--- src/rtl/gpio_shared_pkg.sv ---
// Package: shared widths and register offsets for the shared GPIO port.
// Assumes an 8-bit bus with a 3-bit offset; the offsets are the decode contract.
package gpio_shared_pkg;
    localparam int PA_WIDTH  = 5;
    localparam int PB_WIDTH  = 2;
    localparam int BUS_WIDTH = 8;
    localparam int OFS_WIDTH = 3;

    localparam logic [OFS_WIDTH-1:0] OFS_A_DAT = 3'd0;
    localparam logic [OFS_WIDTH-1:0] OFS_A_DIR = 3'd1;
    localparam logic [OFS_WIDTH-1:0] OFS_A_PUL = 3'd2;
    localparam logic [OFS_WIDTH-1:0] OFS_B_DAT = 3'd4;
    localparam logic [OFS_WIDTH-1:0] OFS_B_DIR = 3'd5;
    localparam logic [OFS_WIDTH-1:0] OFS_B_PUL = 3'd6;
endpackage

--- src/rtl/gpio_sync.sv ---
// Two-stage input synchronizer, one stage pair per pin.
// Assumes the pad levels are asynchronous to clk; reset clears both stages.
module gpio_sync #(
    parameter int W = 5
) (
    input  logic         clk,
    input  logic         rst_n,
    input  logic [W-1:0] async_in,
    output logic [W-1:0] sync_out
);
    logic [W-1:0] stage1_q;
    logic [W-1:0] stage2_q;

    // Shift pad levels through two flops.
    always_ff @(posedge clk) begin
        if (!rst_n) begin
            stage1_q <= '0;
            stage2_q <= '0;
        end else begin
            stage1_q <= async_in;
            stage2_q <= stage1_q;
        end
    end

    assign sync_out = stage2_q;
endmodule

--- src/rtl/gpio_bank.sv ---
// One GPIO port of W pins: data, direction and pull-up registers, input
// synchronizer and the per-pin pad control with peripheral takeover and a
// whole-port high-impedance force. Assumes write strobes are one-hot.
module gpio_bank #(
    parameter int W = 5
) (
    input  logic         clk,
    input  logic         rst_n,
    input  logic         wr_dat,
    input  logic         wr_dir,
    input  logic         wr_pul,
    input  logic [W-1:0] wdata,
    input  logic [W-1:0] ovr_en,
    input  logic [W-1:0] ovr_out,
    input  logic [W-1:0] ovr_oe,
    input  logic         hiz,
    input  logic [W-1:0] pad_in,
    output logic [W-1:0] pad_out,
    output logic [W-1:0] pad_oe,
    output logic [W-1:0] pad_pu,
    output logic [W-1:0] rd_dat,
    output logic [W-1:0] rd_dir,
    output logic [W-1:0] rd_pul
);
    logic [W-1:0] dat_q;
    logic [W-1:0] dir_q;
    logic [W-1:0] pul_q;
    logic [W-1:0] pin_sync;

    // Register file: each register loads only on its own strobe.
    always_ff @(posedge clk) begin
        if (!rst_n) begin
            dat_q <= '0;
            dir_q <= '0;
            pul_q <= '0;
        end else begin
            if (wr_dat) dat_q <= wdata;
            if (wr_dir) dir_q <= wdata;
            if (wr_pul) pul_q <= wdata;
        end
    end

    gpio_sync #(.W(W)) u_sync (
        .clk      (clk),
        .rst_n    (rst_n),
        .async_in (pad_in),
        .sync_out (pin_sync)
    );

    // Per-pin pad control.
    for (genvar i = 0; i < W; i++) begin : g_pin
        // Select the pin's driver: peripheral, forced off or GPIO.
        always_comb begin
            if (ovr_en[i]) begin
                pad_out[i] = ovr_out[i];
                pad_oe[i]  = ovr_oe[i];
                pad_pu[i]  = 1'b0;
            end else if (hiz) begin
                pad_out[i] = dat_q[i];
                pad_oe[i]  = 1'b0;
                pad_pu[i]  = 1'b0;
            end else begin
                pad_out[i] = dat_q[i];
                pad_oe[i]  = dir_q[i];
                pad_pu[i]  = pul_q[i] & ~dir_q[i];
            end
        end

        // Data read-back: latched value for outputs, pad level for inputs.
        always_comb begin
            rd_dat[i] = dir_q[i] ? dat_q[i] : pin_sync[i];
        end
    end

    assign rd_dir = dir_q;
    assign rd_pul = pul_q;

    logic [1:0] rst_age;

    // Count edges since reset, saturating at 3, for the history checks.
    always_ff @(posedge clk) begin
        if (!rst_n)              rst_age <= 2'd0;
        else if (rst_age != 2'd3) rst_age <= rst_age + 2'd1;
    end


    rst_clear_chk: assert property (@(posedge clk) disable iff (!rst_n)
        !$past(rst_n) |-> (dat_q == '0 && dir_q == '0 && pul_q == '0));


    sync_depth_chk: assert property (@(posedge clk) disable iff (!rst_n)
        (rst_age == 2'd3) |-> (pin_sync == $past(pad_in, 2)));


    hiz_force_chk: assert property (@(posedge clk) disable iff (!rst_n)
        (hiz && ovr_en == '0) |-> (pad_oe == '0 && pad_pu == '0));


    pu_excl_chk: assert property (@(posedge clk) disable iff (!rst_n)
        (pad_pu & pad_oe) == '0);


    dir_hold_chk: assert property (@(posedge clk) disable iff (!rst_n)
        !wr_dir |=> $stable(dir_q));


    pul_hold_chk: assert property (@(posedge clk) disable iff (!rst_n)
        !wr_pul |=> $stable(pul_q));


    dat_hold_chk: assert property (@(posedge clk) disable iff (!rst_n)
        !wr_dat |=> $stable(dat_q));
endmodule

--- src/rtl/gpio_shared_port.sv ---
// Top: offset decode, two GPIO banks and the read mux. Port A accepts
// per-pin peripheral takeover; port B is forced to high impedance by lfrx_en.
// Assumes reads are combinational and writes land on the strobe's clock edge.
module gpio_shared_port
    import gpio_shared_pkg::*;
#(
    parameter int PA_W  = PA_WIDTH,
    parameter int PB_W  = PB_WIDTH,
    parameter int BUS_W = BUS_WIDTH
) (
    input  logic                 clk,
    input  logic                 rst_n,
    input  logic                 bus_wr,
    input  logic [OFS_WIDTH-1:0] bus_addr,
    input  logic [BUS_W-1:0]     bus_wdata,
    output logic [BUS_W-1:0]     bus_rdata,
    input  logic [PA_W-1:0]      pa_in,
    output logic [PA_W-1:0]      pa_out,
    output logic [PA_W-1:0]      pa_oe,
    output logic [PA_W-1:0]      pa_pu,
    input  logic [PA_W-1:0]      pa_alt_en,
    input  logic [PA_W-1:0]      pa_alt_out,
    input  logic [PA_W-1:0]      pa_alt_oe,
    input  logic [PB_W-1:0]      pb_in,
    output logic [PB_W-1:0]      pb_out,
    output logic [PB_W-1:0]      pb_oe,
    output logic [PB_W-1:0]      pb_pu,
    input  logic                 lfrx_en
);
    localparam int PA_PAD = BUS_W - PA_W;
    localparam int PB_PAD = BUS_W - PB_W;

    logic [PA_W-1:0] a_dat, a_dir, a_pul;
    logic [PB_W-1:0] b_dat, b_dir, b_pul;
    logic            wa_dat, wa_dir, wa_pul, wb_dat, wb_dir, wb_pul;

    // Decode the write strobe to one register.
    always_comb begin
        wa_dat = bus_wr && (bus_addr == OFS_A_DAT);
        wa_dir = bus_wr && (bus_addr == OFS_A_DIR);
        wa_pul = bus_wr && (bus_addr == OFS_A_PUL);
        wb_dat = bus_wr && (bus_addr == OFS_B_DAT);
        wb_dir = bus_wr && (bus_addr == OFS_B_DIR);
        wb_pul = bus_wr && (bus_addr == OFS_B_PUL);
    end

    gpio_bank #(.W(PA_W)) u_port_a (
        .clk     (clk),
        .rst_n   (rst_n),
        .wr_dat  (wa_dat),
        .wr_dir  (wa_dir),
        .wr_pul  (wa_pul),
        .wdata   (bus_wdata[PA_W-1:0]),
        .ovr_en  (pa_alt_en),
        .ovr_out (pa_alt_out),
        .ovr_oe  (pa_alt_oe),
        .hiz     (1'b0),
        .pad_in  (pa_in),
        .pad_out (pa_out),
        .pad_oe  (pa_oe),
        .pad_pu  (pa_pu),
        .rd_dat  (a_dat),
        .rd_dir  (a_dir),
        .rd_pul  (a_pul)
    );

    gpio_bank #(.W(PB_W)) u_port_b (
        .clk     (clk),
        .rst_n   (rst_n),
        .wr_dat  (wb_dat),
        .wr_dir  (wb_dir),
        .wr_pul  (wb_pul),
        .wdata   (bus_wdata[PB_W-1:0]),
        .ovr_en  ({PB_W{1'b0}}),
        .ovr_out ({PB_W{1'b0}}),
        .ovr_oe  ({PB_W{1'b0}}),
        .hiz     (lfrx_en),
        .pad_in  (pb_in),
        .pad_out (pb_out),
        .pad_oe  (pb_oe),
        .pad_pu  (pb_pu),
        .rd_dat  (b_dat),
        .rd_dir  (b_dir),
        .rd_pul  (b_pul)
    );

    // Read mux, zero-extended; unmapped offsets read 0.
    always_comb begin
        case (bus_addr)
            OFS_A_DAT: bus_rdata = {{PA_PAD{1'b0}}, a_dat};
            OFS_A_DIR: bus_rdata = {{PA_PAD{1'b0}}, a_dir};
            OFS_A_PUL: bus_rdata = {{PA_PAD{1'b0}}, a_pul};
            OFS_B_DAT: bus_rdata = {{PB_PAD{1'b0}}, b_dat};
            OFS_B_DIR: bus_rdata = {{PB_PAD{1'b0}}, b_dir};
            OFS_B_PUL: bus_rdata = {{PB_PAD{1'b0}}, b_pul};
            default:   bus_rdata = '0;
        endcase
    end


    upper_zero_chk: assert property (@(posedge clk) disable iff (!rst_n)
        bus_rdata[BUS_W-1:PA_W] == '0);


    lfrx_port_chk: assert property (@(posedge clk) disable iff (!rst_n)
        lfrx_en |-> (pb_oe == '0 && pb_pu == '0));


    alt_pu_chk: assert property (@(posedge clk) disable iff (!rst_n)
        (pa_pu & pa_alt_en) == '0);
endmodule

--- config.mk ---
export PLATFORM = sky130hd
export DESIGN_NAME = gpio_shared_port
export DESIGN_NICKNAME = d
export VERILOG_FILES = /design/src/rtl/gpio_shared_pkg.sv /design/src/rtl/gpio_sync.sv /design/src/rtl/gpio_bank.sv /design/src/rtl/gpio_shared_port.sv
export SDC_FILE = /design/constraint.sdc
export NUM_CORES = 1
export LEC_CHECK = 0
export BUFFER_PORTS_ARGS = -buffer_cell sky130_fd_sc_hd__buf_2
export CAP_MARGIN = 5
export CORE_MARGIN = 2
export CORE_UTILIZATION = 43
export DETAILED_ROUTE_END_ITERATION = 8
export PLACE_DENSITY_LB_ADDON = 0.3
export SYNTH_ARGS = -nofsm -noshare
export SYNTH_HDL_FRONTEND = slang
export SYNTH_SLANG_ARGS = --single-unit
--- constraint.sdc ---
create_clock -name clk -period 1.5 [get_ports clk]
set_input_delay 0.15 -clock clk [delete_from_list [all_inputs] [get_ports clk]]
set_output_delay 0.15 -clock clk [all_outputs]
set_load 0.005 [all_outputs]
# == Word level (Yosys, flattened, before mapping) ==
# Cells that the tools add are included.
# W data, S select, Z words.
# totals
ff_bits,35
input_bits,37
wordCells,63
# op_classes
eq_ne,5
n_mux,27
n_bitwise,14
reduce_logical,7
# ops
cell,n
$pmux W5 S6,1
$mux W1,26
$eq A3 B3 Y1 const B,3
$and A1 B1 Y1,7
$not A1 Y1,7
$logic_and A1 B1 Y1,6
$eq A3 B1 Y1 const B,1
$eq A3 B2 Y1 const B,1
$logic_not A3 Y1,1

# == Depth between registers and ports, before layout ==
# Gate-level depths: netlist of run 1.
# logic_depth
ltp_word,3
mapped_depth,5
ltp_nobuf,3

# == Cells and area by module ==
# Synthesis of run 1 repeated with hierarchy kept, for this count alone.
# unflattened
hier_cells,178
area_unflattened_um2,1823.0
# by_module_without_submodules
module,instances,cells_each,area_each_um2,seq_area_each_um2
gpio_bank (u_port_a),1,80,860.8,300.3
gpio_bank (u_port_b),1,30,330.3,120.1
gpio_shared_port,1,40,264.0,0.0
gpio_sync (u_port_a.u_sync),1,20,262.8,200.2
gpio_sync (u_port_b.u_sync),1,8,105.1,80.1

# == Worst setup path before layout of run 1 ==
# Ideal clock, no wire load.
# synth_path
path_kind,register to output
from,register u_port_a.dir_q[1] (netlist: u_port_a.rd_dir[1])
to,output port bus_rdata[1]
arrival_time_ns,1.024
required_ns,1.350
slack_ns,0.326
path_stages_with_launch,4
path_cell_list,dfxtp_1 mux2_2 a211oi_1 o221ai_1
# synth_between
elab_chain_len,2
# synth_lines
item,line_no,rtl
from (decl),gpio_bank.sv:26,logic [W-1:0] dir_q;
from (signal assigned),gpio_bank.sv:38,if (wr_dir) dir_q <= wdata;
$mux W1,gpio_bank.sv:71,rd_dat[i] = dir_q[i] ? dat_q[i] : pin_sync[i];
$pmux W5 S6 *,gpio_shared_port.sv:89,case (bus_addr)
to (decl),gpio_shared_port.sv:16,"output logic [BUS_W-1:0] bus_rdata,"
# Every way passes the cells marked *; elsewhere a longest branch is shown, timed or not.

# == Worst setup path after layout of run 1 ==
# Ends and elaborated chain as after synthesis.

==> flow_summary.ini, run 1 <==
[outcome]
run_status = finished, violations left
failing_checks = setup timing

[min_path]
timing.hold.worst.start = pa_in[3]
min-delay-path-class = input pin to flip-flop

[clocking]
cts_buffer_depth = 2
cts_buffers = 5
cts_sinks = 35
cts_root_buffer = sky130_fd_sc_hd__clkbuf_8
clock_latency_ns = 0.28
tritoncts = done
h-tree-depth = 2
clk_transition_reported_paths_ns = 0.07

[final_layout]
mostFrequentLayoutCell = sky130_fd_sc_hd__buf_2
n_antenna_cell = 0
commonest_cells_after_routing_fill_and_taps_aside = sky130_fd_sc_hd__buf_2 (59), sky130_fd_sc_hd__dfxtp_1 (31), sky130_fd_sc_hd__mux2i_1 (23), sky130_fd_sc_hd__nor2b_1 (23), sky130_fd_sc_hd__and2_1 (14)
synthesis_to_layout_area_growth_pct = 28.4
drive_above_1_share_pct = 42.2
layout.filler_cells = 348
final_nets = 259
instances_no_fill = 271
utilization_pct = 58.5

[critical_path]
slowest_stage = sky130_fd_sc_hd__dfxtp_2
worstReg2RegEnd = u_port_a.rd_dir[1]
ff2ff_path_depth = 3
setup_crit_start = u_port_a.rd_dir[1]
worstPathRequired_ns = 1.35
timing_worst_setup_path_type = flip-flop to output pin
reg2reg_from = u_port_a.rd_dir[1]
cp_cell_sequence = mux2_4 -> a211oi_2 -> o221ai_1 -> buf_2
r2r_slack_ns = 0.74
timing.critical_path.slowest_cell_delay_ns = 0.34
startpoint_type = flip-flop
timing.critical_path.to_type = output pin
timing.critical_path.fanout_max = 2
worst-endpoint-arrival_ns = 1.38
worst_setup_path_endpoint = bus_rdata[1]

[pwr]
total_power_w = 0.00220
power_density_nw_per_um2 = 1010
power_leakage_nw = 0.957
ir_worst_vdd_mv = 0.778

[placed_design]
io_buffers = 59
dp_hpwl_mm = 2.48
dpl_worst_slack_ns = 0.120
dp_cell_count = 262
placer_congestion_estimate = 0.754

[floorplanning]
design.core.area_sq_um = 3720
die_width_microns = 66.7
initial_core_util_pct = 45.5
num_rows = 22
die_h_microns = 66.7
io_pins = 66
floorplan.die_area_sq_um = 4450

[routing]
post_drt_wl_per_cell_microns = 13.2
drt_first_pass_iters = 4
via_count = 1334
routed_wl_mm = 3.59
final_ant_viol_nets = 0
viasPerCell = 4.92
drt_iter0_drc = 72
post_detailed_route_drc_marker_count = 0

[synthesis]
cell_area_after_technology_mapping_sq_um = 1690
distinct_cells_synth = 27
synth.ff_latch_count = 35
synth_largest_type_area_fraction_pct = 41.4
syn-mean-instance-area_sq_um = 10.4
synth.yosys.warnings = 0
synth_seq_area_share_pct = 41.4
synth_largest_area_cell = sky130_fd_sc_hd__dfxtp_1
postSynthCellCount = 162
cells_taking_the_most_area_after_synthesis = sky130_fd_sc_hd__dfxtp_1 (41%), sky130_fd_sc_hd__mux2i_1 (14%), sky130_fd_sc_hd__nor2b_1 (8.5%)

[sta]
final-max-slew-violation-count = 0
max_freq_mhz = 654
unrepaired_setup_endpoints_after_global_routing = true
timing.final.ws_setup_ns = -0.0280
finalSetupTns_ns = -0.0280
finalClockSkew_ns = 0.00270
layout_worst_path_cycle_share_pct = 102
final_hold_violating_endpoints = 0
period_needed_ns = 1.53
report.final.setup_viol = 1

[global_route]
grt_first_pass_wirelength_mm = 5.60
globalRoute.totalOverflow = 0
antenna_violations_before_repair = 0
grt_usage_pct = 16.9
grt_start_max_net_pins = 36
number_of_global_route_vias_before_repair = 1216

[run]
maxCapViolations = 0
==> synth_stat cells <==
cell type and count:
sky130_fd_sc_hd__dfxtp_1 35, sky130_fd_sc_hd__o221ai_1 1, sky130_fd_sc_hd__o211a_1 1, sky130_fd_sc_hd__buf_6 2
sky130_fd_sc_hd__nor2_1 4, sky130_fd_sc_hd__nor4b_4 1, sky130_fd_sc_hd__conb_1 1, sky130_fd_sc_hd__a211oi_1 1
sky130_fd_sc_hd__mux2_2 11, sky130_fd_sc_hd__nor2b_1 23, sky130_fd_sc_hd__mux2i_1 23, sky130_fd_sc_hd__a22o_1 3
sky130_fd_sc_hd__buf_4 3, sky130_fd_sc_hd__or2b_1 1, sky130_fd_sc_hd__and4bb_2 3, sky130_fd_sc_hd__nand2b_1 5
sky130_fd_sc_hd__nand4b_1 2, sky130_fd_sc_hd__nand4bb_1 1, sky130_fd_sc_hd__nor3b_1 7, sky130_fd_sc_hd__nor4bb_1 1
sky130_fd_sc_hd__buf_2 3, sky130_fd_sc_hd__a21oi_1 1, sky130_fd_sc_hd__o21ai_0 9, sky130_fd_sc_hd__a211o_1 1
sky130_fd_sc_hd__clkbuf_1 4, sky130_fd_sc_hd__or3b_2 1, sky130_fd_sc_hd__and2_1 14
==> critical path, delay by kind of cell (launching register included) <==
kind            cells  cell delay (ns)
compound gates      2             0.30
flops               1             0.34
buf+inv             1             0.14
mux                 1             0.32
==> kinds of logic (layout without fill, tap and decap cells) <==
family / after synthesis / in the layout / share of synthesized area (%)
AND/OR/NAND/NOR: 63 / 63 / 26.4
multiplexers: 34 / 34 / 20.9
buffers and inverters: 12 / 71 / 4.44
AO/OA/AOI/OAI: 17 / 17 / 6.58
flip-flops: 35 / 35 / 41.4
other: 1 / 3 / 0.222
==> through the flow <==
step	hold WS, ns	instance area (sq um)
after floorplan	0.277	1700
after global placement	0.356	2000
after detailed placement	0.359	2000
after CTS	0.0558	2170
after global routing	0.0588	2170
final	0.0630	2170
==> how the worst min path moves through the flow <==
| stage | to | depth (start not counted) |
|---|---|---|
| after global routing | u_port_a.u_sync.stage1_q[2] | 2 |
| after detailed placement | u_port_b.u_sync.stage1_q[0] | 2 |
| after global placement | u_port_a.u_sync.stage1_q[0] | 2 |
| after floorplan | u_port_a.u_sync.stage1_q[0] | 1 |
| final | u_port_a.u_sync.stage1_q[3] | 2 |
| after CTS | u_port_a.u_sync.stage1_q[4] | 2 |
==> cell type report <==
type	count	area, sq um	share of cell area, %
clock buffer	5	68.8	3.17
clock inverter	3	67.6	3.11
multi-input combinational	117	945	43.5
sequential	35	706	32.5
tap	48	60.1	2.76
timing repair buffer	63	325	15.0
==> power breakdown <==
group,switching (W),internal [W]
clock network,0.000347,0.000663
logic,0.000100,0.000120
registers,0.0000142,0.000959
total,0.000461,0.00174
==> registers in the layout, summed over array words and instances (netlist names) <==
signal                    count
u_port_a.dat_q                5
u_port_a.u_sync.stage1_q      5
u_port_b.dat_q                2
u_port_b.u_sync.sync_out      2
u_port_b.rd_dir               2
u_port_a.u_sync.sync_out      5
u_port_a.rd_pul               5
u_port_b.rd_pul               2
u_port_b.u_sync.stage1_q      2
u_port_a.rd_dir               5
==> per-layer routing <==
| layer | vias up | global-route usage, % | routed length [microns] |
|---|---|---|---|
| met5 | - | 0 | 0 |
| met4 | 0 | 6.89 | 72 |
| met3 | 8 | 5.74 | 200 |
| met2 | 32 | 28.0 | 1710 |
| met1 | 614 | 19.9 | 1600 |
| li1 | 680 | - | - |
==> what timing repair did <==
item,4_1_cts,5_1_grt
pin swaps,3,3
gates resized for setup,7,2
setup endpoints to repair,2,2
cloned,0,0
setup buffers,1,0
hold buffers,0,0
Power figures use the tool's default switching activity.
==> run 2: changes to the inputs <==
- BUFFER_PORTS_ARGS: -buffer_cell sky130_fd_sc_hd__buf_2 -> unset
- DONT_BUFFER_PORTS: unset -> 1
- RECOVER_POWER: unset -> 100
==> run 2 against run 1 <==
Effect of this change: the run now ends clean; wire length increased by 2.6%; count of clock-buffer cells in the layout increased by 2; global-route usage increased by 0.58 points; cell count decreased by 18%; via count decreased by 12%; design area decreased by 13%; critical path depth decreased by 1; worst setup slack improved by 0.052 ns; fmax increased by 3.5%; power decreased by 21%; clock power decreased by 37%; largest power group is now sequential cells.
==> flow_summary.ini, run 2 (same netlist as run 1, synthesis figures left out) <==
[routing]
drt_first_pass_iters = 4
post_detailed_route_drc_marker_count = 0
post_drt_wl_per_cell_microns = 16.7
drt_iter0_drc = 38
final_ant_viol_nets = 0
routed_wl_mm = 3.68
via_count = 1168
viasPerCell = 5.29

[critical_path]
timing.critical_path.fanout_max = 4
timing_worst_setup_path_type = flip-flop to output pin
startpoint_type = flip-flop
timing.critical_path.to_type = output pin
r2r_slack_ns = 0.74
worstPathRequired_ns = 1.35
worst-endpoint-arrival_ns = 1.33

[sta]
report.final.setup_viol = 0
max_slew_margin_pct = 61.7
unrepaired_setup_endpoints_after_global_routing = true
layout_worst_path_cycle_share_pct = 98.4
final_hold_violating_endpoints = 0
worst_slew_pin_tran_ns = 0.572
final-max-slew-violation-count = 0
max_freq_mhz = 678
period_needed_ns = 1.48
finalClockSkew_ns = 0.00547

[pwr]
power_density_nw_per_um2 = 924
ir_worst_vdd_mv = 0.526
power_leakage_nw = 0.699

[floorplanning]
design.core.area_sq_um = 3720
floorplan.die_area_sq_um = 4450
die_h_microns = 66.7
num_rows = 22
initial_core_util_pct = 45.5
die_width_microns = 66.7
io_pins = 66

[clocking]
cts_root_buffer = sky130_fd_sc_hd__clkbuf_8
cts_buffer_depth = 2
clock_latency_ns = 0.28
tritoncts = done
cts_buffers = 5
cts_sinks = 35
h-tree-depth = 2
clk_transition_reported_paths_ns = 0.07

[final_layout]
n_antenna_cell = 0
utilization_pct = 51.0
mostFrequentLayoutCell = sky130_fd_sc_hd__dfxtp_1
synthesis_to_layout_area_growth_pct = 12.0
final_nets = 209
drive_above_1_share_pct = 13.9
final_design_area_no_fill_sq_um = 1890
commonest_cells_after_routing_fill_and_taps_aside = sky130_fd_sc_hd__dfxtp_1 (34), sky130_fd_sc_hd__mux2i_1 (23), sky130_fd_sc_hd__nor2b_1 (23)

[global_route]
globalRoute.totalOverflow = 0
number_of_global_route_vias_before_repair = 1152
grt_usage_pct = 17.5
antenna_violations_before_repair = 0
grt_start_max_net_pins = 22
grt_first_pass_wirelength_mm = 5.60

[placed_design]
dp_hpwl_mm = 2.47
place_area_sq_um = 1690
placer_congestion_estimate = 0.803
io_buffers = 0

[run]
maxCapViolations = 0

[min_path]
min-delay-path-class = input pin to flip-flop

[outcome]
run_status = finished clean
## run 2: metrics by stage
stage          power (W)  hold WS (ns)  TNS [ns]  cells  worst slack (ns)
3_3_place_gp     0.00111         0.280         0    201             0.281
5_1_grt          0.00184      0.000248   -0.0242    221           -0.0205
4_1_cts          0.00177       0.00105  -0.00721    219          -0.00721
6_report         0.00175       0.00864         0    221            0.0243
2_1_floorplan    0.00112         0.277         0    164             0.326
3_5_place_dp     0.00111         0.277         0    201             0.261
## run 2: per-layer routing
| metal | up-vias | track usage [%] | share of wire [%] |
|---|---|---|---|
| met5 | - | 0 | 0 |
| met4 | 0 | 6.63 | 1.5 |
| met3 | 6 | 8.78 | 7.0 |
| met2 | 37 | 28.1 | 50 |
| met1 | 549 | 19.7 | 42 |
| li1 | 576 | - | - |
## run 2: worst paths after layout
check	start	to	cells after the start
worst max-delay path	u_port_a.rd_dir[1]	bus_rdata[1]	3
worst min-delay path	rst_n	u_port_a.rd_dir[2]	1
worst max register to register	u_port_a.rd_dir[1]	u_port_a.rd_dir[1]	3
worst min register to register	u_port_a.u_sync.stage1_q[0]	u_port_a.u_sync.sync_out[0]	1
## run 2: repair_timing
action,CTS,global route
hold endpoints to repair,20,4
buffers inserted,1,1
resized for setup,4,4
hold buffers,9,1
pin swaps,2,3
endpoints found under the setup margin,2,2
## run 2: power breakdown
| part | internal, W | switching [W] |
|---|---|---|
| clock | 0.000325 | 0.000310 |
| combinational | 0.0000896 | 0.0000541 |
| sequential | 0.000958 | 0.0000143 |
## run 2: final cells by class
cell class	count	area, sq um
clock inverter	1	5.00
multi-input combinational	117	930
tap	48	60.1
clock buffer	7	76.3
fill	341	1820
sequential	35	704
timing repair buffer	13	119
## run 2: worst max-delay path: stages (launching register included)
cell and delay, ns:
sky130_fd_sc_hd__dfxtp_4 0.36, sky130_fd_sc_hd__mux2_4 0.30, sky130_fd_sc_hd__a211oi_2 0.21, sky130_fd_sc_hd__o221ai_1 0.17
